[config.mk]
export PLATFORM = sky130hd
export DESIGN_NAME = dram_bank_decode
export DESIGN_NICKNAME = d
export VERILOG_FILES = /design/src/rtl/dbd_pkg.sv /design/src/rtl/dbd_cycle_fsm.sv /design/src/rtl/dbd_addr_decode.sv /design/src/rtl/dbd_strobe_gate.sv /design/src/rtl/dram_bank_decode.sv
export SDC_FILE = /design/constraint.sdc
export NUM_CORES = 1
export LEC_CHECK = 0
export ABC_AREA = 1
export CAP_MARGIN = 40
export CORE_AREA = 3 3 40 42
export DETAILED_ROUTE_END_ITERATION = 8
export DIE_AREA = 0 0 43 45
export SLEW_MARGIN = 30
export SYNTH_ARGS = -nofsm -noshare
export SYNTH_HDL_FRONTEND = slang
export SYNTH_HIERARCHICAL = 1
export SYNTH_SLANG_ARGS = --single-unit
[constraint.sdc]
create_clock -name clk -period 1.45 [get_ports clk]
set_clock_uncertainty 0.05 [all_clocks]
set_input_delay 0.435 -clock clk [delete_from_list [all_inputs] [get_ports clk]]
set_output_delay 0.435 -clock clk [all_outputs]
set_load 0.005 [all_outputs]
[src/rtl/dbd_pkg.sv]
package dbd_pkg;

    localparam int NUM_BANKS = 4;
    localparam int ADDR_HI_W = 4;

    typedef enum logic [0:0] {
        ST_IDLE = 1'b0,
        ST_BUSY = 1'b1
    } cyc_state_e;

    // Per-bank match: a bank hits when (addr & MASK) == VALUE.
    // Entry 0 is bank 0.
    localparam logic [NUM_BANKS-1:0][ADDR_HI_W-1:0] BANK_MASK = {
        4'b1111,   // bank 3: 64 KB
        4'b1111,   // bank 2: 64 KB
        4'b1100,   // bank 1: 256 KB
        4'b1100    // bank 0: 256 KB
    };

    localparam logic [NUM_BANKS-1:0][ADDR_HI_W-1:0] BANK_VALUE = {
        4'b1001,
        4'b1000,
        4'b0100,
        4'b0000
    };

endpackage

[src/rtl/dbd_cycle_fsm.sv]
module dbd_cycle_fsm
    import dbd_pkg::*;
#(
    parameter int AW = ADDR_HI_W
) (
    input  logic          clk,
    input  logic          rst_n,
    input  logic          mem_req,
    input  logic          cpu_wr,
    input  logic [AW-1:0] addr_in,
    output logic          busy,
    output logic [AW-1:0] addr_q,
    output logic          wr_q
);

    cyc_state_e state_q;
    cyc_state_e state_d;
    logic       open_cycle;

    // Next-state logic
    always_comb begin
        state_d    = state_q;
        open_cycle = 1'b0;
        unique case (state_q)
            ST_IDLE: begin
                if (mem_req) begin
                    state_d    = ST_BUSY;   // IDLE_TO_BUSY
                    open_cycle = 1'b1;
                end
            end
            ST_BUSY: begin
                if (!mem_req) begin
                    state_d = ST_IDLE;      // BUSY_TO_IDLE
                end
            end
            default: state_d = ST_IDLE;
        endcase
    end

    // State register and cycle capture
    always_ff @(posedge clk or negedge rst_n) begin
        if (!rst_n) begin
            state_q <= ST_IDLE;
            addr_q  <= '0;
            wr_q    <= 1'b0;
        end else begin
            state_q <= state_d;
            if (open_cycle) begin
                addr_q <= addr_in;
                wr_q   <= cpu_wr;
            end
        end
    end

    // Outputs
    always_comb begin
        busy = (state_q == ST_BUSY);
    end

    // captured address and flag hold for the whole cycle
    assert_addr_held_R9: assert property (@(posedge clk) disable iff (!rst_n)
        (busy && $past(busy)) |-> ($stable(addr_q) && $stable(wr_q)));

    // a low request while busy closes the cycle on the next edge
    assert_cycle_close_R12: assert property (@(posedge clk) disable iff (!rst_n)
        (busy && !mem_req) |=> !busy);

endmodule

[src/rtl/dbd_addr_decode.sv]
module dbd_addr_decode
    import dbd_pkg::*;
#(
    parameter int NB = NUM_BANKS,
    parameter int AW = ADDR_HI_W
) (
    input  logic          clk,
    input  logic          rst_n,
    input  logic [AW-1:0] addr,
    output logic [NB-1:0] hit,
    output logic          any_hit
);

    for (genvar b = 0; b < NB; b++) begin : g_bank_match
        always_comb begin
            hit[b] = ((addr & BANK_MASK[b]) == BANK_VALUE[b]);
        end
    end

    always_comb begin
        any_hit = |hit;
    end

    // the bank map never overlaps
    assert_map_disjoint_R10: assert property (@(posedge clk) disable iff (!rst_n)
        $onehot0(hit));

endmodule

[src/rtl/dbd_strobe_gate.sv]
module dbd_strobe_gate
    import dbd_pkg::*;
#(
    parameter int NB = NUM_BANKS
) (
    input  logic          clk,
    input  logic          rst_n,
    input  logic          busy,
    input  logic [NB-1:0] hit,
    input  logic          any_hit,
    input  logic          wr_q,
    input  logic          ras_req,
    input  logic          cas_req,
    output logic [NB-1:0] ras_n,
    output logic [NB-1:0] cas_n,
    output logic          mem_sel_n,
    output logic          dir_to_cpu
);

    for (genvar b = 0; b < NB; b++) begin : g_bank_strobe
        always_comb begin
            ras_n[b] = !(busy && hit[b] && ras_req);
            cas_n[b] = !(busy && hit[b] && cas_req);
        end
    end

    always_comb begin
        mem_sel_n  = !(busy && any_hit);
        dir_to_cpu = busy && any_hit && !wr_q;
    end

    // no strobe without its request
    assert_ras_needs_req_R7: assert property (@(posedge clk) disable iff (!rst_n)
        !ras_req |-> (&ras_n));
    assert_cas_needs_req_R7: assert property (@(posedge clk) disable iff (!rst_n)
        !cas_req |-> (&cas_n));

endmodule

[src/rtl/dram_bank_decode.sv]
module dram_bank_decode
    import dbd_pkg::*;
#(
    parameter int NB = NUM_BANKS,
    parameter int AW = ADDR_HI_W
) (
    input  logic          clk,
    input  logic          rst_n,
    input  logic          mem_req,
    input  logic          cpu_wr,
    input  logic [AW-1:0] addr_hi,
    input  logic          ras_req,
    input  logic          cas_req,
    output logic [NB-1:0] ras_n,
    output logic [NB-1:0] cas_n,
    output logic          mem_sel_n,
    output logic          dir_to_cpu
);

    logic          busy;
    logic [AW-1:0] addr_q;
    logic          wr_q;
    logic [NB-1:0] hit;
    logic          any_hit;

    dbd_cycle_fsm #(.AW(AW)) i_fsm (
        .clk     (clk),
        .rst_n   (rst_n),
        .mem_req (mem_req),
        .cpu_wr  (cpu_wr),
        .addr_in (addr_hi),
        .busy    (busy),
        .addr_q  (addr_q),
        .wr_q    (wr_q)
    );

    dbd_addr_decode #(.NB(NB), .AW(AW)) i_decode (
        .clk     (clk),
        .rst_n   (rst_n),
        .addr    (addr_q),
        .hit     (hit),
        .any_hit (any_hit)
    );

    dbd_strobe_gate #(.NB(NB)) i_gate (
        .clk        (clk),
        .rst_n      (rst_n),
        .busy       (busy),
        .hit        (hit),
        .any_hit    (any_hit),
        .wr_q       (wr_q),
        .ras_req    (ras_req),
        .cas_req    (cas_req),
        .ras_n      (ras_n),
        .cas_n      (cas_n),
        .mem_sel_n  (mem_sel_n),
        .dir_to_cpu (dir_to_cpu)
    );

    // one bank's strobes at most
    assert_one_bank_R10: assert property (@(posedge clk) disable iff (!rst_n)
        $onehot0(~(ras_n & cas_n)));

    // no select means no strobes
    assert_idle_quiet_R5: assert property (@(posedge clk) disable iff (!rst_n)
        mem_sel_n |-> ((&ras_n) && (&cas_n)));

    // direction only meaningful while selected
    assert_dir_gated_R8: assert property (@(posedge clk) disable iff (!rst_n)
        dir_to_cpu |-> !mem_sel_n);

    // a strobe implies the global select
    assert_strobe_sel_R6: assert property (@(posedge clk) disable iff (!rst_n)
        (~(&ras_n) || ~(&cas_n)) |-> !mem_sel_n);

endmodule

# --- After elaboration in Yosys (flattened, before gate mapping) ---
# Index checks and enable logic that the tools add are counted.
classes:
  eq_ne: 3
  mux: 2
  reduce_logical: 26
ops:
  columns: ["op", "count"]
  rows:
  - ["$logic_and A1 B1 Y1", 14]
  - ["$logic_not A1 Y1", 10]
  - ["$eq A4 B4 Y1 const B", 2]
  - ["$logic_not A4 Y1", 1]
  - ["$reduce_or A4 Y1", 1]
  - ["$eq A2 B1 Y1 const B", 1]
  - ["$mux W1", 2]
word_totals:
  ff_bits: 6
  out_inout_bits: 10
  wordCells: 34

# --- Logic depth before layout (Yosys ltp) ---
depth:
  depth_word: 4
  ltp_mapped: 5

# --- Modules after synthesis ---
# Netlist, hierarchy kept.
modules_own_cells:
  columns: ["module", "instances", "cells_per_inst", "area_each_um2", "seq_area_each_um2"]
  rows:
  - ["dbd_cycle_fsm", 1, 23, 222.7, 150.1]
  - ["dbd_strobe_gate", 1, 11, 68.8, 0.0]
  - ["dbd_addr_decode", 1, 11, 41.3, 0.0]

# --- Least setup slack after synthesis ---
# OpenSTA, ideal clock, no wires.
synth_path:
  kind: "register to output"
  startpoint: "reg i_fsm.addr_q[2]"
  endpoint: "out dir_to_cpu"
  t_arrival_ns: 0.738
  t_required_ns: 0.965
  slack_ns: 0.227
  path_stages_with_launch: 6
  cell_sequence: "dfrtp_1 > inv_1 > nand2_1 > nand2_1 > nand2_4 > nor2_2"
synth_via:
  elab_chain_cells: 4
synth_lines:
  columns: ["item", "line", "rtl"]
  rows:
  - ["start, declared", "dbd_cycle_fsm.sv:12", "output logic [AW-1:0] addr_q,"]
  - ["start signal, assigned", "dbd_cycle_fsm.sv:49", "addr_q <= addr_in;"]
  - ["$eq A4 B4 Y1, or another cell as far along", "dbd_addr_decode.sv:16", "hit[b] = ((addr & BANK_MASK[b]) == BANK_VALUE[b]);"]
  - ["$reduce_or A4 Y1 (*)", "dbd_addr_decode.sv:21", "any_hit = |hit;"]
  - ["net any_hit", "dram_bank_decode.sv:24", "logic any_hit;"]
  - ["$logic_and A1 B1 Y1 (*) (2 in a row)", "dbd_strobe_gate.sv:29", "dir_to_cpu = busy && any_hit && !wr_q;"]
  - ["end, declared", "dram_bank_decode.sv:17", "output logic dir_to_cpu"]
# The timed path passes the listed nets; every way through them passes the cells marked *.

# --- Final worst setup path ---
layout_path:
  startpoint: "reg i_fsm.addr_q[1]"
  endpoint: "out ras_n[2]"
layout_via:
  elab_chain_cells: 4
layout_lines:
  columns: ["item", "line", "rtl"]
  rows:
  - ["$eq A4 B4 Y1", "dbd_addr_decode.sv:16", null]
  - ["net hit[2]", "dram_bank_decode.sv:23", "logic [NB-1:0] hit;"]
  - ["$logic_and A1 B1 Y1 (2 in a row)", "dbd_strobe_gate.sv:22", "ras_n[b] = !(busy && hit[b] && ras_req);"]
  - ["$logic_not A1 Y1", "dbd_strobe_gate.sv:22", null]
  - ["end, declared", "dram_bank_decode.sv:14", "output logic [NB-1:0] ras_n,"]
# The timed path passes the listed nets, and every way through them passes these cells.

==> metrics.md <==
| Metric | Value |
|---|---|
| Run status | complete, but fails checks |
| Failing checks | setup timing |
| Post-DP Area | about 550 µm² |
| Final WL | just under 800 µm |
| Vias per cell | around 4.3 |
| Die W | 43 µm |
| Buffers on Ports | 19 |
| Routed len/inst | 8.97 µm |
| DR vias | 371 |
| RSZ-0062 raised after global routing | yes |
| Register area | 153 µm² |
| Mapped Avg Cell Area | 7.40 µm² |
| Total GRT Usage | a little under a tenth |
| Async S/R FF share, synth | 100% |
| Arr. time, crit path | 1150 ps |
| First-pass GRT wire length | 1220 µm |
| ANT cells | 0 |
| Clock Latency Late Sink | ~240 ps |
| Yosys synthesis warning count | 6 |
| Final Hold Vio Count | 0 |
| CP Cell Sequence | inv_2, nand2_2, buf_6, nor2_4, nand3_1, buf_2 |
| Hold crit path type | in2async |
| Deepest clock path buffer count | 2 |
| Largest net degree at the start of global routing | 11 |
| Cts hold-fix bufs | 0 |
| Area Growth Syn to Fin | 74.4% |
| Clk network pwr share | 29.2% |
| Largest fanout on the critical path | 2 |
| Slowest stage delay, CP | around 380 ps |
| Cell area after synthesis | 333 µm² |
| Drt pass-1 iters | 4 |
| WP data required | about 970 ps |
| Top_reg_cell synth | dfrtp_1 |
| Worst-Margin Slew | 272 ps |
| Total grt overflow | 0 |
| Minimum clock period | 1640 ps |
| Max-capacitance violation count | 0 |
| Fin area | roughly 580 µm² |
| Root buf cell | clkbuf_4 |
| TritonCTS clock tree | built |
| PnR Total Power | just over 0.5 mW |
| Reg power frac | roughly two fifths |
| Multi-input gate area | 186 µm² |
| Worst slack, placed | -556 ps |
| Final setup violation count | 10 |
| Switch share | between 20% and 30% |
| Synthesized flop and latch total | 6 |
| Post-DRT Antenna Nets | 0 |
| Starting DRT DRC Count | 1 |
| Top post-synthesis cells by area | dfrtp_1 45%, nand3_1 20%, nand2_1 16% |
| Layout Nets | 83 |
| DIE AREA | 1940 µm² |
| Post-synth EDFFs | 0 |
| Worst setup SP type | register |
| Num ports | 20 |
| Largest area contributor in the netlist | dfrtp_1 |
| Yosys top cell area share | 45.1% |
| Initial Utilization | 25.9% |
| Layout cell share with drive strength beyond 1 | 43.7% |
| Clk sinks | 6 |
| Setup ws final | -186 ps |
| Clk slew on worst S/H paths | 40 ps |
| DIE HEIGHT | approximately 45 µm |
| Sw power | 0.148 mW |
| Slowest cell on crit path | dfrtp_1 |
| Routability Congestion | 0.662 |
| Total CTS buffers | 3 |
| Seq/Total Area, Yosys | between 40 and 50% |
| Pwr/cell area | 884 nW/µm² |
| Number of global-route vias before repair | 317 |
| H-tree depth | 1 |
| CORE AREA | 1280 µm² |
| Worst slew margin | roughly four fifths |
| Syn nets | 55 |
| Fmax | 611 MHz |
| Hpwl dp | 617 µm |
| P_int | 0.365 mW |
| Leakage | 0.269 nW |
| Dominant cell by count in the synthesized netlist | nand2_1 |
| # fillers | roughly 150 |
| DRC viols | 0 |
| Combinational Power Share | roughly 30% |
| Initial antenna violation count | 0 |
| Tcrit/Tclk final | 113% |
| Critical Path Sink Type | output pin |
| List of most frequent post-synthesis cells | 14 x nand2_1, 13 x nand3_1, 6 x dfrtp_1 |
| Syn Inst Count | 45 |
| FP Rows | 13 |
| Slew Limit Fails | 0 |
| Synth cell types | 9 |
| Max IR drop VDD | 0.446 mV |
| Kind of critical path | reg2out |
-- power groups by stage --
stage	Clock, mW	Sequential (mW)	Combinational (mW)
after global placement	0	0.207	0.131
after CTS	0.161	0.210	0.146
after detailed placement	0	0.208	0.132
after floorplan	0	0.202	0.0585
after global routing	0.172	0.214	0.169
final	0.150	0.210	0.153
-- registers in the layout, summed over array words and instances, names as in the netlist --
name and cells:
i_fsm/wr_q 1, i_fsm/addr_q 4, i_fsm/busy 1
-- routing by layer --
layer	wire, µm	global-route usage (%)	vias to the layer above
li1	-	-	197
met1	320	8.85	154
met2	356	15.6	20
met3	93	2.39	0
met4	0	9.04	0
met5	0	0	-
-- path summary, 6_finish.rpt --
kind / startpoint / end / slack (ps) / depth (start not counted)
max: i_fsm/addr_q[1] / ras_n[2] / -190 / 6
min: rst_n / i_fsm/wr_q / 390 / 1
max reg2reg: i_fsm/busy / i_fsm/wr_q / 410 / 4
min reg2reg: i_fsm/wr_q / i_fsm/wr_q / 440 / 2
max in group asynchronous: rst_n / i_fsm/busy / 730 / 1
min in group clk: i_fsm/wr_q / i_fsm/wr_q / 440 / 2
-- per-stage QoR --
stage	utilization, %	setup TNS [ps]	hold slack (ps)	std cells
floorplan	-	0	89.4	45
global placement	43.0	-4680	412	81
detailed placement	43.0	-4790	418	81
CTS	44.1	-1360	387	85
global route	45.2	-1960	395	86
finish	45.2	-1180	386	86
-- cells in the final DEF, fill, tap and decap left out, types with 2 or more instances in the layout --
cell type,synthesis,layout
nand2_1,14,12
dlygate4sd2_1,0,2
buf_2,0,9
nand2_2,1,3
dfrtp_1,6,4
nand3_1,13,13
inv_1,4,2
clkbuf_4,0,3
buf_6,1,2
nor2_4,0,3
buf_4,0,4
nor2_2,1,2
inv_2,0,2
dfrtp_2,0,2
clkdlybuf4s50_1,0,7
-- cell families after synthesis --
group                  after synthesis  synth area share [%]
buffers and inverters                5                  7.89
flip-flops                           6                  45.1
AND/OR/NAND/NOR                     34                  47.0
-- worst max-delay path: cells and delay by family (launching register included) --
kind          cells  cell delay, ps
flops             1             380
buf+inv           3             320
simple gates      3             210
-- layout make-up --
cell class | instances | share of cell area, %
timing repair buffer | 24 | 31.9
tap | 15 | 3.23
clock buffer | 3 | 3.88
multi-input combinational | 34 | 32.1
inverter | 4 | 2.59
sequential | 6 | 26.3
-- what timing repair did --
item | CTS | global route
endpoints found under the setup margin | 10 | 10
gates resized for setup | 55 | 2
pin swaps | 1 | 0
setup buffers | 1 | 1
endpoints found under the hold margin | 0 | 0
Power figures use the tool's default switching activity.
